===== src/rtl/cvr_pkg.sv =====
// Package: cvr_pkg
// Shared helpers for the cyclic vector rotator. These are elaboration-time
// functions only and produce no hardware.
package cvr_pkg;

    // Greatest common divisor. Used to find the period of the rotation sequence.
    function automatic int cvr_gcd(input int a, input int b);
        int x;
        int y;
        int t;
        x = a;
        y = b;
        while (y != 0) begin
            t = x % y;
            x = y;
            y = t;
        end
        return x;
    endfunction

    // Number of distinct rotation states for a step of `step` modulo `m`.
    function automatic int cvr_period(input int m, input int step);
        if (step == 0) return 1;
        return m / cvr_gcd(m, step);
    endfunction

    // Bit width that can index 0 .. n-1. Never less than 1.
    function automatic int cvr_idx_w(input int n);
        return (n <= 2) ? 1 : $clog2(n);
    endfunction

endpackage


===== src/rtl/cvr_phase_seq.sv =====
// Module: cvr_phase_seq
// State machine that produces the rotation amount for the current vector.
// It keeps a phase counter (0 .. PERIOD-1) and a running shift that grows by
// STEP modulo M on each accepted vector. On the last phase both return to 0.
// Assumes: STEP < M, and PERIOD = M / gcd(M, STEP).
module cvr_phase_seq #(
    parameter int M      = 16,
    parameter int STEP   = 14,
    parameter int PERIOD = 8,
    parameter int SHW    = 4,
    parameter int PHW    = 3
) (
    input  logic           clk,
    input  logic           rst_n,
    input  logic           advance,
    output logic [SHW-1:0] shift,
    output logic [PHW-1:0] phase
);
    localparam int SUMW = SHW + 1;
    localparam logic [SUMW-1:0] M_V    = SUMW'(M);
    localparam logic [SUMW-1:0] STEP_V = SUMW'(STEP);
    localparam logic [PHW-1:0]  LAST   = PHW'(PERIOD - 1);

    logic [SUMW-1:0] sum;
    logic [SHW-1:0]  shift_nxt;

    // Add the step to the current shift and reduce modulo M.
    always_comb begin
        sum       = {1'b0, shift} + STEP_V;
        shift_nxt = (sum >= M_V) ? SHW'(sum - M_V) : SHW'(sum);
    end

    // Phase and shift registers. They move only when a vector is accepted.
    always_ff @(posedge clk) begin
        if (!rst_n) begin
            phase <= '0;
            shift <= '0;
        end else if (advance) begin
            if (phase == LAST) begin
                phase <= '0;
                shift <= '0;
            end else begin
                phase <= phase + 1'b1;
                shift <= shift_nxt;
            end
        end
    end

endmodule


===== src/rtl/cvr_log_rotator.sv =====
// Module: cvr_log_rotator
// Combinational circular rotator with log2(M) stages. Stage j rotates by
// 2^j elements when bit j of `amount` is set. Output element i takes input
// element (i + amount) mod M. Assumes M >= 2 and amount < M.
module cvr_log_rotator #(
    parameter int M   = 16,
    parameter int W   = 16,
    parameter int SHW = 4
) (
    input  logic [M*W-1:0] din,
    input  logic [SHW-1:0] amount,
    output logic [M*W-1:0] dout
);
    logic [M*W-1:0] stage [0:SHW];

    assign stage[0] = din;

    for (genvar j = 0; j < SHW; j++) begin : g_stage
        localparam int STRIDE = (1 << j) % M;
        for (genvar i = 0; i < M; i++) begin : g_elem
            localparam int SRC = (i + STRIDE) % M;
            // Take the element from one stride ahead when this stage is active.
            assign stage[j+1][i*W +: W] =
                amount[j] ? stage[j][SRC*W +: W] : stage[j][i*W +: W];
        end
    end

    assign dout = stage[SHW];

endmodule


===== src/rtl/cvr_rotator.sv =====
// Module: cvr_rotator (top)
// Applies a periodically varying circular rotation to each M-element vector.
// The step per vector is S = (M*Q/P) mod M. The handshake passes straight
// through, and the datapath holds no samples.
// Assumes: M*Q is divisible by P, and M >= 2.
module cvr_rotator #(
    parameter int M = 16,
    parameter int W = 16,
    parameter int P = 8,
    parameter int Q = 7
) (
    input  logic         clk,
    input  logic         rst_n,
    input  logic         in_valid,
    output logic         in_ready,
    input  logic [M*W-1:0] in_data,
    output logic         out_valid,
    input  logic         out_ready,
    output logic [M*W-1:0] out_data
);
    import cvr_pkg::*;

    localparam int STEP   = ((M * Q) / P) % M;
    localparam int PERIOD = cvr_period(M, STEP);
    localparam int SHW    = cvr_idx_w(M);
    localparam int PHW    = cvr_idx_w(PERIOD);

    logic           accept;
    logic [SHW-1:0] cur_shift;
    logic [PHW-1:0] cur_phase;

    // Handshake pass-through; a vector counts as accepted on valid and ready.
    assign in_ready  = out_ready;
    assign out_valid = in_valid;
    assign accept    = in_valid && out_ready;

    cvr_phase_seq #(
        .M(M), .STEP(STEP), .PERIOD(PERIOD), .SHW(SHW), .PHW(PHW)
    ) u_seq (
        .clk     (clk),
        .rst_n   (rst_n),
        .advance (accept),
        .shift   (cur_shift),
        .phase   (cur_phase)
    );

    cvr_log_rotator #(
        .M(M), .W(W), .SHW(SHW)
    ) u_rot (
        .din    (in_data),
        .amount (cur_shift),
        .dout   (out_data)
    );

endmodule


===== config.mk =====
export PLATFORM = sky130hd
export DESIGN_NAME = cvr_rotator
export DESIGN_NICKNAME = d
export VERILOG_FILES = /design/src/rtl/cvr_pkg.sv /design/src/rtl/cvr_phase_seq.sv /design/src/rtl/cvr_log_rotator.sv /design/src/rtl/cvr_rotator.sv
export SDC_FILE = /design/constraint.sdc
export NUM_CORES = 1
export LEC_CHECK = 0
export BUFFER_PORTS_ARGS = -buffer_cell sky130_fd_sc_hd__buf_2
export CORE_AREA = 2 2 200 202
export DETAILED_ROUTE_END_ITERATION = 8
export DIE_AREA = 0 0 202 204
export GPL_TIMING_DRIVEN = 0
export PLACE_DENSITY = 0.45
export REMOVE_ABC_BUFFERS = 1
export SYNTH_ARGS = -nofsm -noshare
export SYNTH_HDL_FRONTEND = slang
export SYNTH_SLANG_ARGS = --single-unit

===== constraint.sdc =====
create_clock -name clk -period 3.8 [get_ports clk]
set_clock_uncertainty 0.15 [all_clocks]
set_input_delay 0.19 -clock clk [delete_from_list [all_inputs] [get_ports clk]]
set_output_delay 0.19 -clock clk [all_outputs]
set_load 0.02 [all_outputs]

== After elaboration in Yosys (flattened, before gate mapping) ==
Cells that the tools add are included.

* Flip-flop bits (word level): 7
* Input port bits: 260
* Output and inout bits: 258

* Equal/unequal tests: 1
* Multiplexer cells: 67
* Reductions and logical operators: 1
* Add/subtract/negate cells: 3
* Magnitude comparators: 1

{| class="wikitable"
|+ Operators with widths
! cell !! count
|-
| $mux W16 || 64
|-
| $mux W4 || 2
|-
| $add A4 B4 Y5 const B || 1
|-
| $ge A5 B5 Y1 const B || 1
|-
| $sub A4 B1 Y4 const B || 1
|-
| $add A3 B1 Y3 const B || 1
|-
| $eq A3 B3 Y1 const B || 1
|-
| $mux W3 || 1
|-
| $logic_and A1 B1 Y1 || 1
|}

== Longest topological paths before layout ==
Gate-level depths: netlist of the first run.

* Depth in word-level cells: 4
* Mapped depth: 8
* Depth with buffers taken out: 5

== Hierarchy ==
Synthesis of the first run repeated with hierarchy kept, for this count alone.

* Cell total of the unflattened synthesis: 663
* Area total of the unflattened synthesis: 12558.3 sq um

{| class="wikitable"
|+ By module, submodules not included
! module !! sequential area each (sq um) !! cells an instance !! area an instance (sq um) !! times used
|-
| cvr_log_rotator || 0.0 || 628 || 12229.2 || 1
|-
| cvr_phase_seq || 120.1 || 32 || 307.8 || 1
|-
| cvr_rotator || 0.0 || 3 || 21.3 || 1
|}

== Worst setup path before layout of the first run ==
OpenSTA, ideal clock, no wires.

* Kind: reg-to-output
* Start point: register u_seq.shift[2]
* End point: output port out_data[144]
* Data arrival time: 1.349 ns
* Slack: 2.111 ns
* Stages on the path, launching flop included: 6
* Buffers on the path: 2
* Cell sequence: dfxtp_1 -> nand2_1 -> clkbuf_1 -> clkbuf_1 -> o22ai_1 -> nor2_1

* Longest elaborated chain between the ends: 2

{| class="wikitable"
|+ RTL lines
! item !! RTL line !! source
|-
| from (decl) || cvr_phase_seq.sv:16 || <nowiki>output logic [SHW-1:0] shift,</nowiki>
|-
| from (signal assigned) || cvr_phase_seq.sv:44 || <nowiki>shift <= shift_nxt;</nowiki>
|-
| $mux W16 || cvr_log_rotator.sv:24 || <nowiki>amount[j] ? stage[j][SRC*W +: W] : stage[j][i*W +: W];</nowiki>
|-
| $mux W16 (*) || cvr_log_rotator.sv:24 ||
|-
| to (decl) || cvr_rotator.sv:19 || <nowiki>output logic [M*W-1:0] out_data</nowiki>
|}

Mark *: on every way between the ends. The rest lies on a longest branch, timed or not.

== Worst setup path after layout of the first run ==
* Start point: register u_seq.shift[2]
* End point: output port out_data[89]

Same word-level chain as after synthesis.

==> results of run 1 <==
==> Yosys cell counts, types with 3 or more instances <==
cell      count
buf_1        10
buf_4         3
nor2_1      258
dfxtp_1       6
ha_1          3
buf_6        25
o22ai_1     512
clkbuf_1     26
buf_2        80
a21boi_0      4
mux2_2       56
mux2_4      200
nand2_1       5
==> layout make-up <==
| type | count | area, um^2 | area share |
|---|---|---|---|
| antenna | 4 | 10.0 | 0.000843 |
| clock buffer | 4 | 78.8 | 0.00664 |
| inverter | 2 | 7.51 | 0.000632 |
| multi-input combinational | 1051 | 8000 | 0.674 |
| sequential | 6 | 124 | 0.0104 |
| tap | 525 | 657 | 0.0553 |
| timing repair buffer | 532 | 2990 | 0.252 |
==> stage by stage <==
stage                     power (mW)  utilization  hold WS [ps]  setup TNS [ps]  cell area, um^2
after floorplan                 2.27            -           168        -1778300             8110
after CTS                       3.31        0.303           116               0            11900
after global placement          3.39        0.290           307        -2378770            11300
after detailed placement        3.12        0.301           316               0            11800
after global routing            3.53        0.303           121               0            11900
final                           3.30        0.303           115               0            11900
==> metal layers <==
layer,track usage,wire [um]
met4,0.0423,877
met3,0.0311,2870
met1,0.218,16600
met5,0,11
met2,0.325,20400
==> where the power goes <==
part	switching, mW	internal, mW	total (mW)
Sequential	0.0136	0.0667	0.0803
Combinational	1.87	1.17	3.04
Clock	0.0380	0.139	0.177
==> kinds of logic after synthesis <==
family                   share of synthesized area
AND/OR/NAND/NOR                              0.118
AO/OA/AOI/OAI                                0.363
buffers and inverters                       0.0947
flip-flops                                  0.0134
multiplexers                                 0.407
adder cells (fa/ha/maj)                    0.00420
==> worst paths after layout <==
check | endpoint | depth (start not counted)
worst max-delay path | out_data[89] | 5
worst min-delay path | u_seq.shift[1] | 2
worst max register to register | u_seq.shift[2] | 6
worst min register to register | u_seq.phase[1] | 2
==> registers in the layout, summed over array words and instances, names as in the netlist <==
signal / cells
u_seq.phase: 3
u_seq.shift: 3
==> worst reg2reg max path: stages (launching register included) <==
cell and delay, ps:
dfxtp_4 640, buf_12 310, inv_1 80, ha_1 290, nor2_1 100, mux2i_1 70, nor2b_1 120
==> flow_summary.toml, run 1 <==
[clocking]
numClockSinks = 6
cts_made_buffers = 3
worstSkewPairLatency_ps = 230
cts-root-buf = "clkbuf_16"
htreeDepth = 1
cts_buffer_depth = 2
cts_tree = "yes"
hold_buffers = 0
post_cts_buffers = 0
clk_pin_slew_worst_paths_ps = 40
post_cts_resized = 0

[floorplanning]
fp.dieArea_um2 = 41200
ios = 518
fp.dieW_um = 202
start_util = 0.228
num_rows = 73
core-area_um2 = 39200
die_h_um = 204

[flow_run]
cap_violations = 0

[yosys]
async_flop_share = 0
synthCells = 1203
synth_area_leaders = "o22ai_1, mux2_4, nor2_1"
synth_top_area_share = 0.358
yosys.area.top_type = "o22ai_1"
syn_area_um2 = 8940
ys_types = 24
synth_edf_count = 0
yosysSeqAreaShare = 0.0134
synth-warning-count = 0
synth_ff_type = "dfxtp_1"
syn_area_per_cell_um2 = 7.44
ys_ff_latch = 6

[global_routing]
grt_max_degree = 93
grt_first_pass_wirelength_um = 61100
antenna_found_initial = 5
grt_pass1_vias = 10800
grt_overflow = 0
grt_use_total = 0.179

[cells_and_area]
areaGrowthSynthToFinish_pct = 32.7
nFillCells = 4297
fin_cells = 2124
mostFrequentLayoutCell = "buf_2"
drive_gt1_frac = 0.500
final_cell_mix = "buf_2, o22ai_1, nor2_1"
nNetsFinal = 1859

[placement]
port-buffer-count = 517
dp_slack_ps = 1120
gp_congestion = 0.847
hpwl_um = 31400
placed_cells = 2116

[route]
drt_wl_total_um = 40800
drt_pass1_iterations = 5
drt_iter0_markers = 786
drc = 0
num_vias = 11700
vias_per_cell = 5.51
ant_nets = 0
wire_per_inst_um = 19.2

[timing]
worst_pin_slew_ps = 952
fin_crit_sh = 0.767
fin_crit_ps = 2910
setup_viol = 0
hold_viol = 0
fmax_ghz = 0.343
rsz0062_at_grt = "no"
max-slew-margin-rel = 0.366
setup_ws_ps = 885
finalMaxSlewViolations = 0

[setup_path]
crit_required_ps = 3460
slowest_delay_ps = 830
cp-startpoint = "u_seq.shift[2]"
worstPathArrival_ps = 2570
crit_path_end_kind = "output pin"
criticalPathCategory = "register to output pin"
cp_top_family = "simple AND/OR/NAND/NOR gates"
rrSetupSlack_ps = 1970
cp_slowest_cell = "or2_4"
crit_buf_inv = 2
crit_chain = "or2_4, buf_16, o22ai_1, nor2_1, buf_2"
critPathMaxFanout = 89
critical_path.startpoint_type = "register"
timing.rr.start = "u_seq.shift[1]"

[power_and_ir_drop]
power.density_cell_area_nw_per_um2 = 278
leakagePower_nw = 5.24
irDropWorstVdd_mv = 0.115

[status]
status = "finished, final reports clean"

[hold_path]
min_path_type = "input pin to register"
hold_start = "rst_n"
No activity file was read; power rests on OpenSTA's default activity.
==> inputs of run 2 (changes only) <==
Clock period 3.8 ns to 2.9 ns, I/O delays scaled along.
==> flow_summary.toml, run 2 (synthesis gave the netlist of run 1 again) <==
[global_routing]
grt_max_degree = 93
antenna_found_initial = 5
grt_use_total = 0.179
grt_overflow = 0
grt_first_pass_wirelength_um = 61100
grt_pass1_vias = 10800

[clocking]
numClockSinks = 6
post_cts_resized = 0
post_cts_buffers = 0
hold_buffers = 0
cts_buffer_depth = 2
cts_tree = "yes"
cts_made_buffers = 3
clk_pin_slew_worst_paths_ps = 40
htreeDepth = 1
cts-root-buf = "clkbuf_16"
worstSkewPairLatency_ps = 230

[timing]
rsz0062_at_grt = "no"
fin_crit_ps = 2770
hold_viol = 0
fmax_ghz = 0.361
setup_viol = 0
finalMaxSlewViolations = 0
worst_pin_slew_ps = 946
setup_ws_ps = 129
max-slew-margin-rel = 0.369
fin_crit_sh = 0.955
timing.hold.ws_ps = 68.9
tns_ps = 0

[setup_path]
crit_required_ps = 2610
worstPathArrival_ps = 2480
critical_path.startpoint_type = "register"
criticalPathCategory = "register to output pin"
critPathMaxFanout = 73
crit_path_end_kind = "output pin"

[floorplanning]
core-area_um2 = 39200
fp.dieW_um = 202
ios = 518
start_util = 0.228
die_h_um = 204
fp.dieArea_um2 = 41200
num_rows = 73

[route]
drt_wl_total_um = 41900
vias_per_cell = 5.54
wire_per_inst_um = 19.7
drt_pass1_iterations = 5
drt_iter0_markers = 788
ant_nets = 0
num_vias = 11800
drc = 0

[placement]
hpwl_um = 31400
dp_slack_ps = 267
gp_congestion = 0.847
port-buffer-count = 517

[cells_and_area]
final_cell_mix = "buf_2, o22ai_1, nor2_1"
drive_gt1_frac = 0.501
areaGrowthSynthToFinish_pct = 33.2
largestRegisters = "u_seq.phase (3), u_seq.shift (3)"
multi_input_area_um2 = 8030
nNetsFinal = 1863
mostFrequentLayoutCell = "buf_2"
seq_area_um2 = 124
final_core_util = 0.304
nFillCells = 4296

[power_and_ir_drop]
power_mw = 4.35
power.density_cell_area_nw_per_um2 = 365
power_frac_seq = 0.024
irDropWorstVdd_mv = 0.163
leakagePower_nw = 5.25
clkPwrFrac = 0.054
combPwrFrac = 0.923
p_int_mw = 1.81
power.switching_mw = 2.54
switching_share = 0.584

[status]
status = "finished, final reports clean"

[hold_path]
min_path_type = "input pin to register"

[flow_run]
cap_violations = 0
[run 2: cell count changes in the layout (fill, tap and decap cells not counted)]
cell and delta:
buf_8 +1, or2_2 +1, nand2b_2 +2
[run 2: critical path: stages (launching register included)]
cell and delay [ps]:
dfxtp_1 580, nand2b_4 380, buf_16 300, buf_16 300
o22ai_1 130, nor2_1 230, buf_2 220
[run 2: final timing paths]
| check | from | endpoint | slack (ps) | cells past startpoint |
|---|---|---|---|---|
| setup / recovery | u_seq.shift[2] | out_data[89] | 130 | 6 |
| hold / removal | rst_n | u_seq.shift[1] | 70 | 2 |
| setup reg to reg | u_seq.shift[1] | u_seq.shift[3] | 1180 | 5 |
| hold reg to reg | u_seq.phase[1] | u_seq.phase[1] | 320 | 2 |
[run 2: power by group through the flow]
stage	Sequential, mW	Combinational (mW)	Clock, mW
3_3_place_gp	0.199	4.24	0
2_1_floorplan	0.177	2.80	0
3_5_place_dp	0.107	3.98	0
5_1_grt	0.104	4.30	0.244
6_report	0.103	4.01	0.233
4_1_cts	0.106	3.99	0.238
[run 2: final cells by class]
| cell class | instances | share of cell area |
|---|---|---|
| multi-input cells | 1054 | 0.674 |
| flip-flops and latches | 6 | 0.0104 |
| clock buffers | 4 | 0.00662 |
| inverters | 2 | 0.000630 |
| well taps | 525 | 0.0551 |
| diodes | 4 | 0.000840 |
| repair buffers | 533 | 0.253 |
[run 2: per-stage QoR]
stage	cell area, um^2	cells
after floorplan	8110	1059
after global placement	11300	2101
after detailed placement	11800	2116
after CTS	11900	2120
after global routing	11900	2127
final	11900	2128
[run 2: routing by layer]
metal	up-vias	track usage	routed length, um	part of all wire
li1	5607	-	-	-
met1	5538	0.218	16800	0.40
met2	597	0.325	21100	0.50
met3	51	0.0311	3020	0.072
met4	2	0.0423	896	0.021
met5	-	0	11	0.00026
==> inputs of run 3 (changes only) <==
Settings changed: CTS_BUF_LIST set to sky130_fd_sc_hd__clkbuf_8.
==> flow_summary.toml, run 3 (synthesis gave the netlist of run 1 again) <==
[global_routing]
use_met3 = 0.0311
antenna_found_initial = 5
grtUsageMet2 = 0.325
use_met1 = 0.218
grt_max_degree = 93
grt_use_total = 0.179
grt_first_pass_wirelength_um = 61100
grt_overflow = 0
grt_busiest_layer = "met2"
grt_pass1_vias = 10800

[clocking]
numClockSinks = 6
cts_tree = "yes"
worstSkewPairLatency_ps = 220
cts_made_buffers = 3
clk_pin_slew_worst_paths_ps = 40
cts_buffer_depth = 2
htreeDepth = 1
cts-root-buf = "clkbuf_8"

[cells_and_area]
mostFrequentLayoutCell = "buf_2"
final_cell_mix = "buf_2, o22ai_1, nor2_1"
multi_input_area_um2 = 8030
nNetsFinal = 1863
drive_gt1_frac = 0.501
seq_area_um2 = 124
largestRegisters = "u_seq.phase (3), u_seq.shift (3)"
areaGrowthSynthToFinish_pct = 32.8
nFillCells = 4303
final_cell_area_um2 = 11900

[power_and_ir_drop]
irDropWorstVdd_mv = 0.163
power.density_cell_area_nw_per_um2 = 357
leakagePower_nw = 5.24

[route]
drc = 0
drt_iter0_markers = 802
drt_pass1_iterations = 5
drt_wl_total_um = 41800
ant_nets = 0
num_vias = 11800
vias_per_cell = 5.52
wire_per_inst_um = 19.6

[setup_path]
crit_top_cell = "buf_16"
crit_buf_inv = 3
crit_path_end_kind = "output pin"
cp_top_family = "buffers and inverters"
worstPathArrival_ps = 2470
crit_required_ps = 2610
crit_chain = "nand2b_4, buf_16, buf_16, o22ai_1, nor2_1, buf_2"
criticalPathCategory = "register to output pin"
cp_slowest_cell = "dfxtp_1"
critPathMaxFanout = 73
slowest_delay_ps = 570
critical_path.startpoint_type = "register"

[timing]
max-slew-margin-rel = 0.375
rsz0062_at_grt = "no"
setup_ws_ps = 139
hold_viol = 0
fin_crit_ps = 2760
finalMaxSlewViolations = 0
fin_crit_sh = 0.952
worst_pin_slew_ps = 937
fmax_ghz = 0.362
timing.hold.ws_ps = 75.9
setup_viol = 0

[floorplanning]
ios = 518
core-area_um2 = 39200
fp.dieArea_um2 = 41200
start_util = 0.228
num_rows = 73
die_h_um = 204
fp.dieW_um = 202

[placement]
dp_slack_ps = 267
gp_congestion = 0.847
port-buffer-count = 517
dpl-instance-area_um2 = 11800
hpwl_um = 31400

[hold_path]
min_path_type = "input pin to register"

[flow_run]
cap_violations = 0

[status]
status = "finished, final reports clean"
## run 3: changes by cell type in the layout (fill, tap and decap cells not counted), sizes merged
cell	previous run	this run
inv	2	3
clkbuf	4	3
## run 3: timing repair
action	4_1_cts	5_1_grt
buffers inserted	0	1
setup endpoints to repair	0	109
hold buffers	0	0
hold endpoints to repair	0	0
resized for setup	0	0
## run 3: path summary, 6_finish.rpt
| path | start | to | slack, ps | depth (start not counted) |
|---|---|---|---|---|
| max | u_seq.shift[2] | out_data[89] | 140 | 6 |
| min | rst_n | u_seq.phase[2] | 80 | 2 |
| max reg2reg | u_seq.shift[1] | u_seq.shift[3] | 1180 | 5 |
| min reg2reg | u_seq.phase[1] | u_seq.phase[1] | 320 | 2 |
## run 3: stage by stage
step           utilization  power, mW  cells  setup TNS (ps)
6_report             0.303       4.24   2128               0
5_1_grt              0.303       4.54   2127               0
4_1_cts              0.302       4.23   2120               0
3_5_place_dp         0.301       4.08   2116               0
3_3_place_gp         0.290       4.44   2101        -2600350
2_1_floorplan            -       2.98   1059        -1999880
## run 3: report_power, final
group          leakage [nW]  internal (mW)  switching [mW]
clock                0.0269         0.0911          0.0375
sequential           0.0498         0.0874          0.0154
combinational          5.17           1.54            2.47
## run 3: worst register-to-register path: stages (launching register included)
cell	delay, ps
dfxtp_4	430
buf_12	220
inv_1	90
ha_1	160
or4b_1	430
a21boi_0	170
## run 3: per-layer routing
layer	routed length (um)	vias to the layer above
met5	13	-
met3	2970	49
met2	21100	577
met1	16900	5525
li1	-	5602
met4	878	2
## run 3: final cells by class
class                           count  share of cell area
Antenna cell                        4            0.000843
Multi-Input combinational cell   1054               0.676
Inverter                            2            0.000632
Timing Repair Buffer              533               0.253
Clock inverter                      1            0.000316
Clock buffer                        3             0.00348
Tap cell                          525              0.0553
Sequential cell                     6              0.0104
